<file path="src/rtl/fsp_pkg.sv">
package fsp_pkg;
  typedef enum logic [2:0] {
    MD_ARRAY = 3'd0,
    MD_PGM   = 3'd1,
    MD_EWIN  = 3'd2,
    MD_ERUN  = 3'd3,
    MD_SUSP  = 3'd4
  } mode_e;

  localparam int TOG_N  = 2;  // toggle bit count
  localparam int TOG_D6 = 0;  // toggle feeding dq bit 6
  localparam int TOG_D2 = 1;  // toggle feeding dq bit 2
endpackage

</file>
<file path="src/rtl/fsp_mode_ctl.sv">
module fsp_mode_ctl
  import fsp_pkg::*;
(
  input  logic  clk,
  input  logic  rst_n,
  input  logic  pgm_busy,
  input  logic  pgm_in_susp,
  input  logic  ers_window,
  input  logic  ers_active,
  input  logic  ers_susp,
  input  logic  op_done,
  input  logic  rp_n,
  output mode_e mode_q,
  output logic  abort_q
);
  logic  any_op;
  logic  hold_q;
  logic  kill;
  mode_e dec;
  mode_e mode_d;

  assign any_op = pgm_busy | pgm_in_susp | ers_window | ers_active | ers_susp;
  assign kill   = op_done | hold_q | ~rp_n;

  always_comb begin
    if (pgm_in_susp || pgm_busy) dec = MD_PGM;
    else if (ers_susp)           dec = MD_SUSP;
    else if (ers_active)         dec = MD_ERUN;
    else if (ers_window)         dec = MD_EWIN;
    else                         dec = MD_ARRAY;
    mode_d = kill ? MD_ARRAY : dec;
  end

  always_ff @(posedge clk) begin
    if (!rst_n) begin
      mode_q  <= MD_ARRAY;
      hold_q  <= 1'b0;
      abort_q <= 1'b0;
    end else begin
      mode_q  <= mode_d;
      hold_q  <= (op_done | hold_q) & any_op;
      abort_q <= ~rp_n & (mode_q != MD_ARRAY);
    end
  end


  done_to_array_chk: assert property (@(posedge clk) disable iff (!rst_n)
    op_done |=> (mode_q == MD_ARRAY));


  done_sticky_chk: assert property (@(posedge clk) disable iff (!rst_n)
    (op_done && any_op) |=> ##1 (mode_q == MD_ARRAY));


  abort_pulse_chk: assert property (@(posedge clk) disable iff (!rst_n)
    (!rp_n && mode_q != MD_ARRAY) |=> (abort_q && mode_q == MD_ARRAY));
endmodule

</file>
<file path="src/rtl/fsp_toggle.sv">
module fsp_toggle #(
  parameter int N = 2
) (
  input  logic         clk,
  input  logic         rst_n,
  input  logic         rd_rise,
  input  logic         clr,
  input  logic [N-1:0] en,
  output logic [N-1:0] tog_q
);
  for (genvar i = 0; i < N; i++) begin : g_tog
    always_ff @(posedge clk) begin
      if (!rst_n)                tog_q[i] <= 1'b0;
      else if (clr)              tog_q[i] <= 1'b0;
      else if (rd_rise && en[i]) tog_q[i] <= ~tog_q[i];
    end


    tog_hold_chk: assert property (@(posedge clk) disable iff (!rst_n)
      (!rd_rise && !clr) |=> $stable(tog_q[i]));


    tog_flip_chk: assert property (@(posedge clk) disable iff (!rst_n)
      (rd_rise && en[i] && !clr) |=> (tog_q[i] != $past(tog_q[i])));
  end
endmodule

</file>
<file path="src/rtl/fsp_cfg_pwr.sv">
module fsp_cfg_pwr #(
  parameter int              CFG_W     = 16,
  parameter int              PD_BIT    = 10,
  parameter logic [CFG_W-1:0] CFG_RESET = 16'h8000
) (
  input  logic             clk,
  input  logic             rst_n,
  input  logic             cfg_we,
  input  logic [CFG_W-1:0] cfg_wd,
  input  logic             rp_n,
  output logic [CFG_W-1:0] cfg_q,
  output logic             pd_act
);
  always_ff @(posedge clk) begin
    if (!rst_n)      cfg_q <= CFG_RESET;
    else if (cfg_we) cfg_q <= cfg_wd;
  end

  assign pd_act = ~rp_n & cfg_q[PD_BIT];


  cfg_load_chk: assert property (@(posedge clk) disable iff (!rst_n)
    cfg_we |=> (cfg_q == $past(cfg_wd)));


  cfg_keep_chk: assert property (@(posedge clk) disable iff (!rst_n)
    !cfg_we |=> $stable(cfg_q));
endmodule

</file>
<file path="src/rtl/flash_status_poll.sv">
module flash_status_poll
  import fsp_pkg::*;
#(
  parameter int              DQ_W      = 8,
  parameter int              CFG_W     = 16,
  parameter int              PD_BIT    = 10,
  parameter logic [CFG_W-1:0] CFG_RESET = 16'h8000
) (
  input  logic             clk,
  input  logic             rst_n,
  input  logic             pgm_busy,
  input  logic             pgm_in_susp,
  input  logic             ers_window,
  input  logic             ers_active,
  input  logic             ers_susp,
  input  logic             tmo_fail,
  input  logic             op_done,
  input  logic             wr_bit,
  input  logic             addr_hit,
  input  logic             rd_stb,
  input  logic [DQ_W-1:0]  arr_q,
  input  logic             rp_n,
  input  logic             cfg_we,
  input  logic [CFG_W-1:0] cfg_wd,
  output logic [DQ_W-1:0]  dq_o,
  output logic             dq_oe,
  output logic             in_array,
  output logic             op_abort,
  output logic [CFG_W-1:0] cfg_q
);
  mode_e             mode_q;
  logic              rd_prev;
  logic              rd_rise;
  logic [TOG_N-1:0]  tog_en;
  logic [TOG_N-1:0]  tog_q;
  logic              pd_act;
  logic              erun_fail_hit;
  logic [DQ_W-1:0]   st;

  fsp_mode_ctl u_mode (
    .clk, .rst_n, .pgm_busy, .pgm_in_susp, .ers_window, .ers_active,
    .ers_susp, .op_done, .rp_n, .mode_q, .abort_q(op_abort)
  );

  always_ff @(posedge clk) begin
    if (!rst_n) rd_prev <= 1'b0;
    else        rd_prev <= rd_stb;
  end
  assign rd_rise = rd_stb & ~rd_prev;

  assign erun_fail_hit  = (mode_q == MD_ERUN) & tmo_fail & addr_hit;
  assign tog_en[TOG_D6] = (mode_q == MD_PGM) | (mode_q == MD_EWIN) | (mode_q == MD_ERUN);
  assign tog_en[TOG_D2] = ((mode_q == MD_SUSP) & addr_hit) | erun_fail_hit;

  fsp_toggle #(.N(TOG_N)) u_tog (
    .clk, .rst_n, .rd_rise, .clr(mode_q == MD_ARRAY), .en(tog_en), .tog_q
  );

  fsp_cfg_pwr #(.CFG_W(CFG_W), .PD_BIT(PD_BIT), .CFG_RESET(CFG_RESET)) u_cfg (
    .clk, .rst_n, .cfg_we, .cfg_wd, .rp_n, .cfg_q, .pd_act
  );

  always_comb begin
    st = '0;
    unique case (mode_q)
      MD_PGM: begin
        st[7] = ~wr_bit;
        st[6] = tog_q[TOG_D6];
        st[5] = tmo_fail;
        st[2] = 1'b1;
      end
      MD_EWIN: st[6] = tog_q[TOG_D6];
      MD_ERUN: begin
        st[6] = tog_q[TOG_D6];
        st[5] = tmo_fail;
        st[3] = 1'b1;
        st[2] = erun_fail_hit & tog_q[TOG_D2];
      end
      MD_SUSP: begin
        if (addr_hit) begin
          st[7] = 1'b1;
          st[6] = 1'b1;
          st[2] = tog_q[TOG_D2];
        end else begin
          st = arr_q;
        end
      end
      default: st = arr_q;
    endcase
  end

  assign dq_o     = pd_act ? '0 : st;
  assign dq_oe    = ~pd_act;
  assign in_array = (mode_q == MD_ARRAY);


  pgm_static_chk: assert property (@(posedge clk) disable iff (!rst_n)
    (mode_q == MD_PGM && dq_oe) |-> (dq_o[2] && !dq_o[3] && !dq_o[4]));


  susp_hit_chk: assert property (@(posedge clk) disable iff (!rst_n)
    (mode_q == MD_SUSP && addr_hit && dq_oe) |-> (dq_o[7:5] == 3'b110));


  pd_hiz_chk: assert property (@(posedge clk) disable iff (!rst_n)
    (!rp_n && cfg_q[PD_BIT]) |-> (!dq_oe && dq_o == '0));


  erun_dq3_chk: assert property (@(posedge clk) disable iff (!rst_n)
    (mode_q == MD_ERUN && dq_oe) |-> (dq_o[3] && !dq_o[7]));
endmodule

</file>
<file path="config.mk">
export PLATFORM = sky130hd
export DESIGN_NAME = flash_status_poll
export DESIGN_NICKNAME = d
export VERILOG_FILES = /design/src/rtl/fsp_pkg.sv /design/src/rtl/fsp_mode_ctl.sv /design/src/rtl/fsp_toggle.sv /design/src/rtl/fsp_cfg_pwr.sv /design/src/rtl/flash_status_poll.sv
export SDC_FILE = /design/constraint.sdc
export NUM_CORES = 1
export LEC_CHECK = 0
export ABC_CLOCK_PERIOD_IN_PS = 1350
export CAP_MARGIN = 5
export CORE_MARGIN = 2
export CORE_UTILIZATION = 37
export DETAILED_ROUTE_END_ITERATION = 8
export HOLD_SLACK_MARGIN = 0.03
export PLACE_DENSITY_LB_ADDON = 0.05
export SLEW_MARGIN = 25
export SYNTH_ARGS = -nofsm -noshare
export SYNTH_HDL_FRONTEND = slang
export SYNTH_SLANG_ARGS = --single-unit
export TNS_END_PERCENT = 10
</file>
<file path="constraint.sdc">
create_clock -name clk -period 1.35 [get_ports clk]
set_input_delay 0.2025 -clock clk [delete_from_list [all_inputs] [get_ports clk]]
set_output_delay 0.2025 -clock clk [all_outputs]
set_load 0.01 [all_outputs]
</file>
Yosys cells after proc, flatten, opt, wreduce, memory -nomap -nowiden

Index checks and enable logic that the tools add are counted.
Widths: inputs -> output; s select.

Equality and inequality tests: 4
Mux-type cells: 16
Bitwise operators: 24
Reduce and logical (&&, ||, !) cells: 13

Operators with widths:

| kind               | number |
|---|---|
| $reduce_or 2->1    | 5 |
| $mux 3             | 3 |
| $or 1x1->1         | 9 |
| $pmux 1 s3         | 3 |
| $and 1x1->1        | 8 |
| $mux 8             | 1 |
| $not 1->1          | 7 |
| $eq 3x2->1 const B | 2 |
| $mux 2             | 3 |
| $reduce_or 3->1    | 2 |
| $pmux 1 s2         | 2 |
| $pmux 1 s4         | 1 |
| $pmux 2 s2         | 1 |
| $reduce_or 4->1    | 1 |
| $eq 3x1->1 const B | 1 |
| $eq 3x3->1 const B | 1 |
| $logic_not 3->1    | 1 |
| $reduce_bool 3->1  | 1 |
| $logic_and 1x1->1  | 2 |
| $mux 1             | 2 |
| $logic_or 1x1->1   | 1 |

Bits in registers: 24
Output and inout bits: 27
Word-level logic and storage cells: 66

Depth between registers and ports, before layout

Depth after elaboration: 6
Gate-level depth with buffers: 5

Cells and area by module

Synthesis repeated with hierarchy kept, for this count alone.

Cells, all modules: 116
Area total of the unflattened synthesis: 1203.7 um2

Modules (own cells, without submodules):

| module            | instances | cells an instance | area each (um2) | sequential area each (um2) |
|---|---|---|---|---|
| fsp_cfg_pwr       | 1         | 52                | 619.3           | 320.3 |
| flash_status_poll | 1         | 38                | 292.8           | 20.0 |
| fsp_mode_ctl      | 1         | 17                | 196.4           | 100.1 |
| fsp_toggle        | 1         | 9                 | 95.1            | 40.0 |

Worst setup path after synthesis

OpenSTA, ideal clock, no wires.

Path kind: reg-to-output
Start: register u_mode.mode_q[2]
End: output dq_o[2]
Arrival: 1092 ps
Slack: 55 ps
Cell stages (with the launch flop): 6
Path through: dfxtp_1 buf_4 inv_2 nand2_1 o21ai_1 o32ai_1

Word-level cells in the longest chain between the ends: 6
Elaborated cells between the ends (all ways): 9

Ends and longest elaborated chain:

| what                     | RTL line                                         | text |
|---|---|---|
| start: declaration       | fsp_mode_ctl.sv:13                               | `output mode_e mode_q,` |
| start signal: assignment | fsp_mode_ctl.sv:40                               | `mode_q <= mode_d;` |
| $eq 3x2->1               | flash_status_poll.sv:51, flash_status_poll.sv:65 |  |
| $and 1x1->1 (2 in a row) | flash_status_poll.sv:51                          | `assign erun_fail_hit = (mode_q == MD_ERUN) & tmo_fail & addr_hit;` |
| $and 1x1->1              | flash_status_poll.sv:77                          | `st[2] = erun_fail_hit & tog_q[TOG_D2];` |
| $pmux 1 s4 (*)           | flash_status_poll.sv:65                          | `unique case (mode_q)` |
| $mux 8 (*)               | flash_status_poll.sv:92                          | `assign dq_o = pd_act ? '0 : st;` |
| end: declaration         | flash_status_poll.sv:25                          | `output logic [DQ_W-1:0] dq_o,` |

Mark *: on every way between the ends. The rest lies on a longest branch, timed or not.

Worst setup path in the final report

Start: input addr_hit
End: output dq_o[2]

Word-level cells in the longest chain between the ends: 4
Elaborated cells between the ends (all ways): 5

Ends and longest elaborated chain:

| what               | RTL line                | text |
|---|---|---|
| start: declaration | flash_status_poll.sv:19 | `input logic addr_hit,` |
| $and 1x1->1        | flash_status_poll.sv:51 |  |
| $and 1x1->1        | flash_status_poll.sv:77 |  |
| $pmux 1 s4 (*)     | flash_status_poll.sv:65 |  |
| $mux 8 (*)         | flash_status_poll.sv:92 |  |

Marked as above.

==> metrics.yaml <==
placed_design:
  routabilityCongestion: 0.805
  placed_cell_area_um2: 1930
  dp_cells: 232
  place_hpwl_um: 2380
  port_buffers: 64
worst_setup_path:
  worstSetupPathType: "in -> out"
  path_max_fanout: 4
  worstPathArrival_ns: 1.50
  critPathLaunchType: "input pin"
  critPathCaptureType: "output pin"
  regToRegSetupSlack_ns: -0.05
  required_ns: 1.15
finish:
  n_fill_cell: 265
  area_delta_synth_final_pct: 78.5
  n_antenna_cell: 0
  stdcell_count: 238
  fin_nets: 244
  layout_common_cells: "clkdlybuf4s50_1, dfxtp_1, dlygate4sd2_1"
  multiInputGateArea_um2: 691
  fin_area_um2: 2030
  seq_area_um2: 490
  final_common_cell: "clkdlybuf4s50_1"
  layout-drive-gt1-share_pct: 26.8
detailed_routing:
  vias: 1187
  drtIter0Drc: 77
  routed_wl_um: 3190
  vias_per_cell: 4.99
  drcViolationCount: 0
  wl_per_cell_um: 13.4
  drt-pass1-iter-count: 4
  postRouteAntennaNets: 0
run:
  cap_violations: 0
floorplanning:
  dieArea_um2: 3530
  rows: 20
  io_pins: 65
  initial_utilization_pct: 38.2
  core_area_um2: 2980
  die_w_um: 59.4
  die_h_um: 59.4
global_route:
  grt_overflow: 0
  antenna_found_initial: 0
  grt_first_pass_wirelength_um: 5060
  grt_max_degree: 17
  first_global_vias: 1202
  track_usage_pct: 18.7
clock_tree:
  cts_buffers: 3
  clkTransAtPathRegs_ns: 0.13
  clk_path_buf_depth: 2
  cts-root-buf: "clkbuf_4"
  h-tree-depth: 1
  cts.sinks: 24
  cts_tree: "done"
  holdBufCountCts: 0
  insertion_delay_ns: 0.31
synth:
  netlist_area_um2: 1140
  synth_cells: 123
  ys_warn_count: 0
  synth.net_count: 161
  synth_top_area_share_pct: 42.2
  avgSynthCellArea_um2: 9.25
  ys_ff_latch: 24
  synth_area_leaders: "dfxtp_1, mux2i_1, nor2b_1, a21oi_1, and2_1"
  ys_seq_area_share_pct: 42.2
  yosys.area.top_type: "dfxtp_1"
  synth_cell_types: 33
run_status:
  violations: "setup timing"
  status: "finished with violations"
sta:
  period_minus_slack_ns: 1.70
  setup_tns_ns: -2.45
  fmax_mhz: 589
  skew_ns: 0.00774
  maxSlewViolCount: 0
  final-setup-viol-count: 10
  maxSlewHeadroom_pct: 81.1
  tightest_slew_ns: 0.280
  fin_ws_ns: -0.348
  min_period_over_period_pct: 126
  grt_setup_unrepaired: "true"
  hold_viol_final: 0
power_and_ir_drop:
  power.leakage_nw: 0.895
  total_power_mw: 1.64
  powerDensity_nw_per_um2: 809
  irDropWorstVdd_mv: 0.589
worst_hold_path:
  hp-class: "in -> reg"
==> cell families after synthesis <==
logic type / after synthesis / share of synthesized area (%)
AOI/OAI and AO/OA: 22 / 11.8
and+or+nand+nor: 52 / 27.0
muxes: 16 / 14.1
buffers and inverters: 8 / 4.18
DFF: 24 / 42.2
xor gates and xnor gates: 1 / 0.770
==> per-layer routing <==
layer / global-route usage [%] / wire length (um) / vias up
met5: 0 / 0 / -
met4: 8.77 / 45 / 0
met3: 3.93 / 212 / 6
met2: 34.9 / 1740 / 41
met1: 19.7 / 1190 / 552
li1: - / - / 588
==> critical path: stages <==
cell,delay [ns]
clkdlybuf4s50_1,0.57
buf_4,0.18
nand3b_1,0.08
a21oi_1,0.22
o32ai_2,0.10
buf_2,0.15
==> registers in the layout, summed over array words and instances (netlist names) <==
signal / cells
u_cfg.cfg_q: 16
u_mode.mode_q: 3
u_tog.tog_q: 2
rd_prev: 1
u_mode.abort_q: 1
u_mode.hold_q: 1
==> report_power, final <==
part,total [mW],switching [mW],internal (mW)
Clock,0.503,0.203,0.300
Combinational,0.383,0.150,0.233
Sequential,0.757,0.0169,0.740
==> final timing paths <==
check / from / end / cells past startpoint
setup / recovery: addr_hit / dq_o[2] / 6
hold / removal: rp_n / u_mode.abort_q / 3
setup reg to reg: u_mode.mode_q[0] / u_tog.tog_q[1] / 6
hold reg to reg: u_cfg.cfg_q[15] / u_cfg.cfg_q[15] / 2
==> Yosys cell counts <==
| library cell | number |
|---|---|
| buf_4 | 2 |
| a21oi_1 | 8 |
| dfxtp_1 | 24 |
| and3_1 | 1 |
| nor3_1 | 4 |
| and4b_1 | 1 |
| nor3b_1 | 1 |
| and2_1 | 5 |
| o211ai_1 | 1 |
| nand2_1 | 4 |
| clkbuf_1 | 1 |
| nor2_1 | 8 |
| nand3b_1 | 3 |
| o21ai_0 | 5 |
| nor2b_1 | 17 |
| nor3_2 | 1 |
| buf_2 | 2 |
| a21boi_1 | 1 |
| nand3_1 | 1 |
| o32ai_1 | 1 |
| xor2_1 | 1 |
| inv_2 | 1 |
| a211oi_1 | 1 |
| mux2i_1 | 16 |
| inv_1 | 1 |
| o21a_1 | 1 |
| a22oi_1 | 1 |
| o21ai_1 | 2 |
| buf_6 | 1 |
| a211oi_2 | 1 |
| nor4b_1 | 2 |
| nor2_2 | 1 |
| nand2b_1 | 3 |
==> final cells by class <==
class	count	share of cell area, %
Timing Repair Buffer	84	36.8
Multi-Input combinational cell	91	34.0
Sequential cell	24	24.2
Tap cell	33	2.03
Clock inverter	1	1.48
Clock buffer	3	1.11
Inverter	2	0.370
==> metrics by stage <==
step | utilization (%) | setup slack [ns] | hold WS [ns]
6_report | 68.2 | -0.348 | 0.362
5_1_grt | 68.2 | -0.395 | 0.377
4_1_cts | 66.6 | -0.294 | 0.352
3_5_place_dp | 64.7 | -0.643 | 0.464
3_3_place_gp | 64.7 | -0.608 | 0.452
2_1_floorplan | - | 0.0550 | 0.275
==> timing repair <==
action	4_1_cts	5_1_grt
endpoints found under the hold margin	0	0
buffers inserted	1	1
pin swaps	9	5
resized for setup	79	9
setup endpoints to repair	27	11
(Power assumes the default switching activity.)
